[config.mk]
export PLATFORM = sky130hd
export DESIGN_NAME = fetch_miss_buffer
export DESIGN_NICKNAME = d
export VERILOG_FILES = /design/src/rtl/fmb_pkg.sv /design/src/rtl/fmb_fifo.sv /design/src/rtl/fmb_ctrl.sv /design/src/rtl/fmb_issue.sv /design/src/rtl/fetch_miss_buffer.sv
export SDC_FILE = /design/constraint.sdc
export NUM_CORES = 2
export LEC_CHECK = 0
export BUFFER_PORTS_ARGS = -buffer_cell sky130_fd_sc_hd__buf_2
export CORE_AREA = 2 2 369 371
export CTS_CLUSTER_DIAMETER = 100
export CTS_CLUSTER_SIZE = 14
export DETAILED_ROUTE_END_ITERATION = 8
export DIE_AREA = 0 0 371 373
export PLACE_DENSITY = 0.65
export SLEW_MARGIN = 30
export SYNTH_ARGS = -nofsm -noshare
export SYNTH_HDL_FRONTEND = slang
export SYNTH_SLANG_ARGS = --single-unit
[constraint.sdc]
create_clock -name clk -period 6 [get_ports clk]
set_input_delay 0.6 -clock clk [delete_from_list [all_inputs] [get_ports clk]]
set_output_delay 0.6 -clock clk [all_outputs]
set_load 0.01 [all_outputs]
[src/rtl/fmb_pkg.sv]
package fmb_pkg;
  parameter int unsigned FMB_IW = 32;
  parameter int unsigned FMB_AW = 32;

  typedef struct packed {
    logic [FMB_IW-1:0] word;
    logic [FMB_AW-1:0] pc;
  } fmb_entry_t;

  typedef enum logic [1:0] {
    S_IDLE   = 2'd0,
    S_OWN    = 2'd1,
    S_REPLAY = 2'd2
  } fmb_state_e;
endpackage

[src/rtl/fmb_fifo.sv]
module fmb_fifo
  import fmb_pkg::*;
#(
  parameter int unsigned DEPTH = 20
) (
  input  logic       clk,
  input  logic       rst,
  input  logic       flush_i,
  input  logic       push_i,
  input  fmb_entry_t din_i,
  input  logic       pop_i,
  output fmb_entry_t head_o,
  output logic       full_o,
  output logic       empty_o
);
  localparam int unsigned PW = (DEPTH > 1) ? $clog2(DEPTH) : 1;
  localparam int unsigned CW = $clog2(DEPTH + 1);
  localparam logic [PW-1:0] LAST = PW'(DEPTH - 1);
  localparam logic [CW-1:0] FULLC = CW'(DEPTH);

  fmb_entry_t mem [DEPTH];
  logic [PW-1:0] wr_ptr, rd_ptr;
  logic [CW-1:0] count;
  logic do_pop, do_push;

  assign do_pop  = pop_i && (count != '0);
  assign do_push = push_i && ((count != FULLC) || do_pop);

  // storage without reset so it can map onto RAM
  always_ff @(posedge clk) begin
    if (do_push && !flush_i) mem[wr_ptr] <= din_i;
  end

  always_ff @(posedge clk) begin
    if (rst || flush_i) begin
      wr_ptr <= '0;
      rd_ptr <= '0;
      count  <= '0;
    end else begin
      if (do_push) wr_ptr <= (wr_ptr == LAST) ? '0 : wr_ptr + 1'b1;
      if (do_pop)  rd_ptr <= (rd_ptr == LAST) ? '0 : rd_ptr + 1'b1;
      case ({do_push, do_pop})
        2'b10:   count <= count + 1'b1;
        2'b01:   count <= count - 1'b1;
        default: count <= count;
      endcase
    end
  end

  assign head_o  = mem[rd_ptr];
  assign full_o  = (count == FULLC);
  assign empty_o = (count == '0);


  no_overflow_chk: assert property (@(posedge clk) disable iff (rst)
    count <= FULLC);

  full_hold_chk: assert property (@(posedge clk) disable iff (rst)
    (full_o && push_i && !pop_i && !flush_i) |=> (full_o && $stable(wr_ptr)));

  flush_empty_chk: assert property (@(posedge clk) disable iff (rst)
    flush_i |=> empty_o);
endmodule

[src/rtl/fmb_ctrl.sv]
module fmb_ctrl
  import fmb_pkg::*;
(
  input  logic clk,
  input  logic rst,
  input  logic taken_acc_i,
  input  logic res_valid_i,
  input  logic res_mis_i,
  input  logic side_empty_i,
  output logic owned_o,
  output logic replay_o,
  output logic main_flush_o,
  output logic side_flush_o
);
  fmb_state_e state, state_nx;

  always_comb begin
    state_nx = state;
    unique case (state)
      S_IDLE:   if (taken_acc_i) state_nx = S_OWN;
      S_OWN:    if (res_valid_i)
                  state_nx = (res_mis_i && !side_empty_i) ? S_REPLAY : S_IDLE;
      S_REPLAY: if (side_empty_i) state_nx = S_IDLE;
      default:  state_nx = S_IDLE;
    endcase
  end

  always_ff @(posedge clk) begin
    if (rst) state <= S_IDLE;
    else     state <= state_nx;
  end

  assign owned_o      = (state == S_OWN);
  assign replay_o     = (state == S_REPLAY);
  assign main_flush_o = owned_o && res_valid_i && res_mis_i;
  assign side_flush_o = owned_o && res_valid_i && !res_mis_i;


  single_owner_chk: assert property (@(posedge clk) disable iff (rst)
    $onehot0({owned_o, replay_o}));

  take_own_chk: assert property (@(posedge clk) disable iff (rst)
    taken_acc_i |=> owned_o);

  good_release_chk: assert property (@(posedge clk) disable iff (rst)
    side_flush_o |=> (!owned_o && !replay_o));
endmodule

[src/rtl/fmb_issue.sv]
module fmb_issue
  import fmb_pkg::*;
(
  input  logic       clk,
  input  logic       rst,
  input  logic       replay_i,
  input  logic       hold_i,
  input  logic       side_empty_i,
  input  fmb_entry_t side_head_i,
  input  logic       main_empty_i,
  input  fmb_entry_t main_head_i,
  input  logic       x_ready_i,
  output logic       x_valid_o,
  output fmb_entry_t x_entry_o,
  output logic       x_side_o,
  output logic       pop_side_o,
  output logic       pop_main_o
);
  logic sel_side;

  assign sel_side  = replay_i && !side_empty_i;
  assign x_side_o  = sel_side;
  assign x_valid_o = !hold_i && (sel_side || !main_empty_i);
  assign x_entry_o = sel_side ? side_head_i : main_head_i;

  assign pop_side_o = x_valid_o && x_ready_i && sel_side;
  assign pop_main_o = x_valid_o && x_ready_i && !sel_side;


  hold_quiet_chk: assert property (@(posedge clk) disable iff (rst)
    hold_i |-> (!pop_main_o && !pop_side_o));

  side_first_chk: assert property (@(posedge clk) disable iff (rst)
    (replay_i && !side_empty_i) |-> !pop_main_o);
endmodule

[src/rtl/fetch_miss_buffer.sv]
module fetch_miss_buffer
  import fmb_pkg::*;
#(
  parameter int unsigned MAIN_DEPTH = 20,
  parameter int unsigned SIDE_DEPTH = 4,
  parameter int unsigned IW = FMB_IW,
  parameter int unsigned AW = FMB_AW
) (
  input  logic          clk,
  input  logic          rst,
  input  logic          f_valid,
  input  logic          f_taken,
  input  logic          f_fall,
  input  logic [IW-1:0] f_word,
  input  logic [AW-1:0] f_pc,
  output logic          f_ready,
  input  logic          r_valid,
  input  logic          r_mispredict,
  input  logic          x_ready,
  output logic          x_valid,
  output logic [IW-1:0] x_word,
  output logic [AW-1:0] x_pc,
  output logic          x_replay
);
  fmb_entry_t in_ent, main_head, side_head, x_ent;
  logic main_full, main_empty, side_full, side_empty;
  logic owned, replay, main_flush, side_flush;
  logic pop_main, pop_side, push_main, push_side, taken_acc, main_room;

  assign in_ent.word = FMB_IW'(f_word);
  assign in_ent.pc   = FMB_AW'(f_pc);

  assign main_room = !main_full || pop_main;

  always_comb begin
    if (f_fall)       f_ready = owned ? !side_full : 1'b1;
    else if (f_taken) f_ready = !owned && !replay && main_room;
    else              f_ready = main_room;
  end

  assign push_main = f_valid && f_ready && !f_fall && !main_flush;
  assign push_side = f_valid && f_ready && f_fall && owned && !r_valid;
  assign taken_acc = f_valid && f_ready && f_taken && !f_fall;

  fmb_fifo #(.DEPTH(MAIN_DEPTH)) u_main (
    .clk(clk), .rst(rst), .flush_i(main_flush), .push_i(push_main),
    .din_i(in_ent), .pop_i(pop_main), .head_o(main_head),
    .full_o(main_full), .empty_o(main_empty)
  );

  fmb_fifo #(.DEPTH(SIDE_DEPTH)) u_side (
    .clk(clk), .rst(rst), .flush_i(side_flush), .push_i(push_side),
    .din_i(in_ent), .pop_i(pop_side), .head_o(side_head),
    .full_o(side_full), .empty_o(side_empty)
  );

  fmb_ctrl u_ctrl (
    .clk(clk), .rst(rst), .taken_acc_i(taken_acc), .res_valid_i(r_valid),
    .res_mis_i(r_mispredict), .side_empty_i(side_empty), .owned_o(owned),
    .replay_o(replay), .main_flush_o(main_flush), .side_flush_o(side_flush)
  );

  fmb_issue u_issue (
    .clk(clk), .rst(rst), .replay_i(replay), .hold_i(main_flush),
    .side_empty_i(side_empty), .side_head_i(side_head),
    .main_empty_i(main_empty), .main_head_i(main_head),
    .x_ready_i(x_ready), .x_valid_o(x_valid), .x_entry_o(x_ent),
    .x_side_o(x_replay), .pop_side_o(pop_side), .pop_main_o(pop_main)
  );

  assign x_word = IW'(x_ent.word);
  assign x_pc   = AW'(x_ent.pc);


  park_silent_chk: assert property (@(posedge clk) disable iff (rst)
    owned |-> !x_replay);

  second_taken_chk: assert property (@(posedge clk) disable iff (rst)
    (owned && f_taken && !f_fall) |-> !f_ready);

  mispredict_quiet_chk: assert property (@(posedge clk) disable iff (rst)
    (owned && r_valid && r_mispredict) |-> !x_valid);
endmodule

# == Word-level counts from Yosys, hierarchy flattened ==
# Memories as Yosys holds them, arrays and structs flattened. A register that Yosys moved wholly into a read port is not among the register bits.
# Cells that the tools add are included.
# op_classes
n_addsub,8
reduce_logical,51
eq_ne,17
n_mux,23
# ops
cell,n
$mux W64,1
$logic_and A1 B1 Y1,25
$mux W5,4
$mux W2,8
$add A5 B1 Y5 const B,3
$eq A5 B5 Y1 const B,3
$logic_not A1 Y1,12
$eq A2 B2 Y1 const B,5
$pmux W5 S2,1
$mux W1,7
$eq A2 B1 Y1 const B,3
$logic_or A1 B1 Y1,6
$pmux W2 S3,1
$pmux W3 S2,1
$logic_not A5 Y1,1
$ne A5 B5 Y1 const B,1
$reduce_bool A5 Y1,1
$sub A5 B1 Y5 const B,1
$add A2 B1 Y2 const B,2
$ne A2 B2 Y1 const B,2
$reduce_bool A2 Y1,2
$add A3 B1 Y3 const B,1
$eq A3 B3 Y1 const B,1
$logic_not A3 Y1,1
6 further kinds,6
# totals
wordCells,108
ram_bits,1536
out_inout_bits,67
register_bits,24
n_memories,2
input_bits,72
# mem_list
name,words,word_bits,read_ports,rd_ports_with_merged_regs,wr,line,rtl
u_main.mem,20,64,1,1,1,fmb_fifo.sv:21,fmb_entry_t mem [DEPTH];
u_side.mem,4,64,1,1,1,fmb_fifo.sv:21,

# == Longest topological paths before layout ==
# logic_depth
word_depth,19
depth_mapped,14
ltp_nobuf,14

# == Cells and area by module ==
# Synthesis repeated with hierarchy kept, for this count alone.
# hier_totals
hier_cells,2889
area_unflattened_um2,60961.0
# modules_own_cells
module,area_each_um2,instances,seq_area_each_um2,cells_each
fmb_fifo (u_main),49892.9,1,38837.2,2386
fmb_fifo (u_side),9854.5,1,7867.5,403
fmb_issue,1023.5,1,0.0,77
fmb_ctrl,110.1,1,40.0,12
fetch_miss_buffer,80.1,1,0.0,11

# == Worst setup path before layout ==
# No wires, ideal clock.
# synth_timing
path_kind,reg2reg
start,register u_ctrl.state[1]
end,"memory u_main.mem[7][0] (netlist name), enable pin"
t_arrival_ps,4159
period_less_slack_ps,4646
setup_ps,486
n_path_buf,1
path_stages_with_launch,8
required_ps,5514
setup_slack_ps,1354
path_cell_list,dfxtp_1 > inv_1 > ha_1 > nand3_1 > nand4b_1 > or3b_1 > buf_2 > nor2_1
# synth_via
elab_chain_len,18
word_cells_on_any_way,28
classes_between,eq/ne: 2; mux: 5; reduce/logical: 21
# synth_lines
item,line,rtl
from (decl),fmb_ctrl.sv:15,"fmb_state_e state, state_nx;"
from (signal assigned),fmb_ctrl.sv:30,else state <= state_nx;
$eq A2 B1 Y1,fmb_ctrl.sv:33,assign owned_o = (state == S_OWN);
$logic_and A1 B1 Y1 (2 in a row),fmb_ctrl.sv:35,assign main_flush_o = owned_o && res_valid_i && res_mis_i;
$logic_not A1 Y1,"fmb_fifo.sv:31, fmb_issue.sv:23, fetch_miss_buffer.sv:41",
$logic_and A1 B1 Y1,fmb_issue.sv:23,assign x_valid_o = !hold_i && (sel_side || !main_empty_i);
$logic_and A1 B1 Y1 (2 in a row),fmb_issue.sv:27,assign pop_main_o = x_valid_o && x_ready_i && !sel_side;
$logic_or A1 B1 Y1,fetch_miss_buffer.sv:33,assign main_room = !main_full || pop_main;
$logic_and A1 B1 Y1,fetch_miss_buffer.sv:37,else if (f_taken) f_ready = !owned && !replay && main_room;
$mux W1,fetch_miss_buffer.sv:37,
$mux W1,fetch_miss_buffer.sv:36,if (f_fall) f_ready = owned ? !side_full : 1'b1;
$logic_and A1 B1 Y1 (3 in a row),fetch_miss_buffer.sv:41,assign push_main = f_valid && f_ready && !f_fall && !main_flush;
$logic_and A1 B1 Y1,fmb_fifo.sv:27,assign do_push = push_i && ((count != FULLC) || do_pop);
$logic_and A1 B1 Y1 (*),fmb_fifo.sv:31,if (do_push && !flush_i) mem[wr_ptr] <= din_i;
$mux W1 (*),fmb_fifo.sv:31,
$mux W1 (not written as such) (*),fmb_fifo.sv:31,
to (decl),fmb_fifo.sv:21,
# Mark *: on every way between the ends. The rest lies on a longest branch, timed or not.

==> parameters.txt <==
Parameter                              Value

Detailed routing
  Post-detailed-route via-to-cell ratio    5.80
  DRT antenna net count    0
  Overall via count from detail_route    30200
  Average wire length per cell after detail routing    26.9 um
  Residual DRC    0
  Total wire length    ~140 mm
  Initial DRC Count    3238
  Number of optimization iterations in the first detailed-route pass    6

Final layout
  Multi-input gate area    12900 um2
  Net total in the final layout    3485
  Top library cells by usage in the layout, fill and taps aside    sky130_fd_sc_hd__edfxtp_1, sky130_fd_sc_hd__mux2i_1, sky130_fd_sc_hd__a22oi_1, sky130_fd_sc_hd__nand2_1, sky130_fd_sc_hd__buf_2
  Post-route cell area    67000 um2
  Area delta synth->final    11.3%
  Layout cell share with drive strength beyond 1    0.135
  Fill count    10800
  Register cell area after layout    between 40000 and 50000 um2
  Most common cell after layout, fill and taps aside    sky130_fd_sc_hd__edfxtp_1

Pwr
  Part of the total power dissipated in combinational logic    0.092
  Power per standard cell area    325 nW/um2
  Net switching fraction of the power    0.231
  Sum of internal, switching and leakage power    roughly 22 mW
  Cell leakage power    19.7 nW
  Proportion of power drawn by the clock network    0.352
  Maximum vdd ir drop    0.000264 V
  Net load switching power    5.04 mW
  Sequential cell fraction of total power    0.556
  Internal power    16.8 mW

Synth
  Seq/Total Area, Yosys    0.776
  Largest area contributor in the netlist    sky130_fd_sc_hd__edfxtp_1
  Mapped cell area    60200 um2
  Synthesized flop and latch total    1567
  Number of different library cells in the post-synthesis netlist    48
  Most used flip-flop cell after synthesis    sky130_fd_sc_hd__edfxtp_1
  Yosys warning total    0
  Async set or reset register ratio after synthesis    0
  Post-synth EDFFs    1536
  Post-synth top area share    0.766
  Post-synthesis instance total    about 3200
  Most area-consuming cells after synthesis    sky130_fd_sc_hd__edfxtp_1, sky130_fd_sc_hd__mux2i_1, sky130_fd_sc_hd__a22oi_1
  Post-synthesis average cell area    roughly 19 um2
  Post-synthesis net count    approximately 3300

Placed design
  Final weighted congestion in routability-driven placement    around 0.74
  Instance area at placement    63400 um2
  Port bufs    ~140
  Placed wire-length estimate after detailed placement    74.9 mm

Clock tree
  Post-CTS setup buffers    0
  TritonCTS buffer count    130
  Total number of H-tree levels    4
  Root cell of the clock tree    sky130_fd_sc_hd__clkbuf_16
  Clock edge transition at the registers on the reported setup and hold paths    0.06 ns
  Clock latency reported for the late side of the worst-skew pair    approximately 0.77 ns
  CTS tree    built
  CTS sink count    roughly 1600
  Clock tree buffer depth    3
  Resize count post-CTS    0
  Post-CTS Hold Fix Bufs    0

STA
  Min cycle time layout    4.43 ns
  Hold Vio Cnt, Final    0
  Total count of max-transition violations in the final report    0
  Max_slew headroom    0.352
  Achievable Freq    226 MHz
  Post-route fraction of the period consumed by the critical path    0.738
  Setup repair after global routing missed its margin    no
  Slew at the pin with the worst max-slew slack    0.969 ns
  Post-route clock skew    roughly 0.025 ns
  Total setup violations reported at the end of the flow    0
  Setup TNS    0 ns

Worst setup path
  Crit Path Class    reg2out
  Maximum fanout along the worst path    42
  Highest-delay cell along the critical path    sky130_fd_sc_hd__dfxtp_1
  Maximum cell stage delay along the critical path    0.83 ns
  WP buf/inv    2
  Critical path data required time    between 5 and 6 ns
  Endpoint arrival time on the critical path    approximately 3.8 ns
  Setup crit start kind    register
  Crit path max-delay family    buffers and inverters
  Kind of end point of the critical path    primary output
  Critical path cell sequence    and4b_4, buf_4, a22oi_1, nand4_1, o21ai_0, buf_2
  Reg2Reg Launch Point    u_side.count[0]

Floorplan
  Total Die Area    138000 um2
  Floorplan row count    between 100 and 150
  Top-Level Pins    139
  Height of the die    373 um
  Die width    between 300 and 400 um
  Core box area    135000 um2
  Starting density of the core    0.447

Global route
  Tot GR Track Use    0.201
  Final global-route overflow total    0
  Maximum number of pins on one net before global-route repair    129
  Global-route wire length before repair    just over 200 mm
  Initial antenna violation count    9
  Number of global-route vias before repair    between 30000 and 40000

Hold path
  Worst hold path class    in2reg
  Hold path startpoint    rst

Status
  Status    finished, final reports clean

Job
  Max Cap Violations    0
==> cells in the mapped netlist, drive strengths merged, types with 8 or more instances <==
cell type,number
nand3,8
mux2i,640
dfxtp,31
nor3,8
nor2,49
clkbuf,83
a21oi,18
buf,92
nand2,147
a22oi,315
inv,21
edfxtp,1536
mux4,66
o21ai,73
ha,18
nand4,63
==> final timing paths <==
kind                       to  slack (ns)  cells past startpoint
min           u_ctrl.state[1]        0.08                      2
max                  x_pc[12]        1.57                      6
min reg2reg   u_main.count[3]        0.49                      2
max reg2reg  u_main.mem[4][0]        1.98                      7
==> power groups by stage <==
| stage | combinational [mW] | clock [mW] | sequential (mW) |
|---|---|---|---|
| finish | 2.01 | 7.66 | 12.1 |
| CTS | 2.02 | 7.81 | 12.1 |
| detailed placement | 2.02 | 0 | 12.4 |
| floorplan | 1.13 | 0 | 12.3 |
| global placement | 2.00 | 0 | 12.4 |
| global route | 2.17 | 8.20 | 12.1 |
==> cell families (layout without fill, tap and decap cells) <==
logic type               Yosys count  count (layout)  share of synthesized area
other                              0               1                          0
XOR/XNOR                           6               6                   0.000872
multiplexers                     707             707                      0.131
AND/OR/NAND/NOR                  308             308                     0.0244
AO/OA/AOI/OAI                    423             423                     0.0493
flip-flops                      1567            1567                      0.776
buffers and inverters            196             388                     0.0139
adder cells (fa/ha/maj)           20              20                    0.00440
==> registers in the layout, indices dropped and copies added, names as in the netlist, named ones only <==
register       flops
u_ctrl.state       2
u_main.mem      1280
u_side.count       3
u_side.mem       256
u_main.wr_ptr      5
u_side.wr_ptr      2
u_main.count       5
u_side.rd_ptr      2
u_main.rd_ptr      5
==> area by class of cell <==
class,instances,share of cell area
Clock buffer,146,0.0507
Antenna cell,1,0.0000373
Sequential cell,1567,0.698
Timing Repair Buffer,209,0.0222
Multi-Input combinational cell,1464,0.193
Clock inverter,12,0.00235
Inverter,21,0.00125
Tap cell,1781,0.0332
==> layer usage <==
layer  wire (um)  global-route usage  vias to the layer above  share of wire
li1            -                   -                    13300              -
met1       59600               0.280                    15700           0.43
met2       69000               0.330                      988           0.49
met3        8390              0.0301                      196          0.060
met4        2800              0.0531                        0          0.020
met5           0                   0                        -              0
==> per-stage QoR <==
stage | hold slack [ns] | std cells | setup WS [ns] | utilization
2_1_floorplan | 0.453 | 3227 | 1.35 | -
6_report | 0.0784 | 5201 | 1.57 | 0.498
3_3_place_gp | 0.471 | 5039 | 2.02 | 0.471
5_1_grt | 0.0679 | 5200 | 1.31 | 0.498
3_5_place_dp | 0.478 | 5039 | 1.99 | 0.471
4_1_cts | 0.0307 | 5197 | 1.45 | 0.497
No activity file was read; power rests on OpenSTA's default activity.
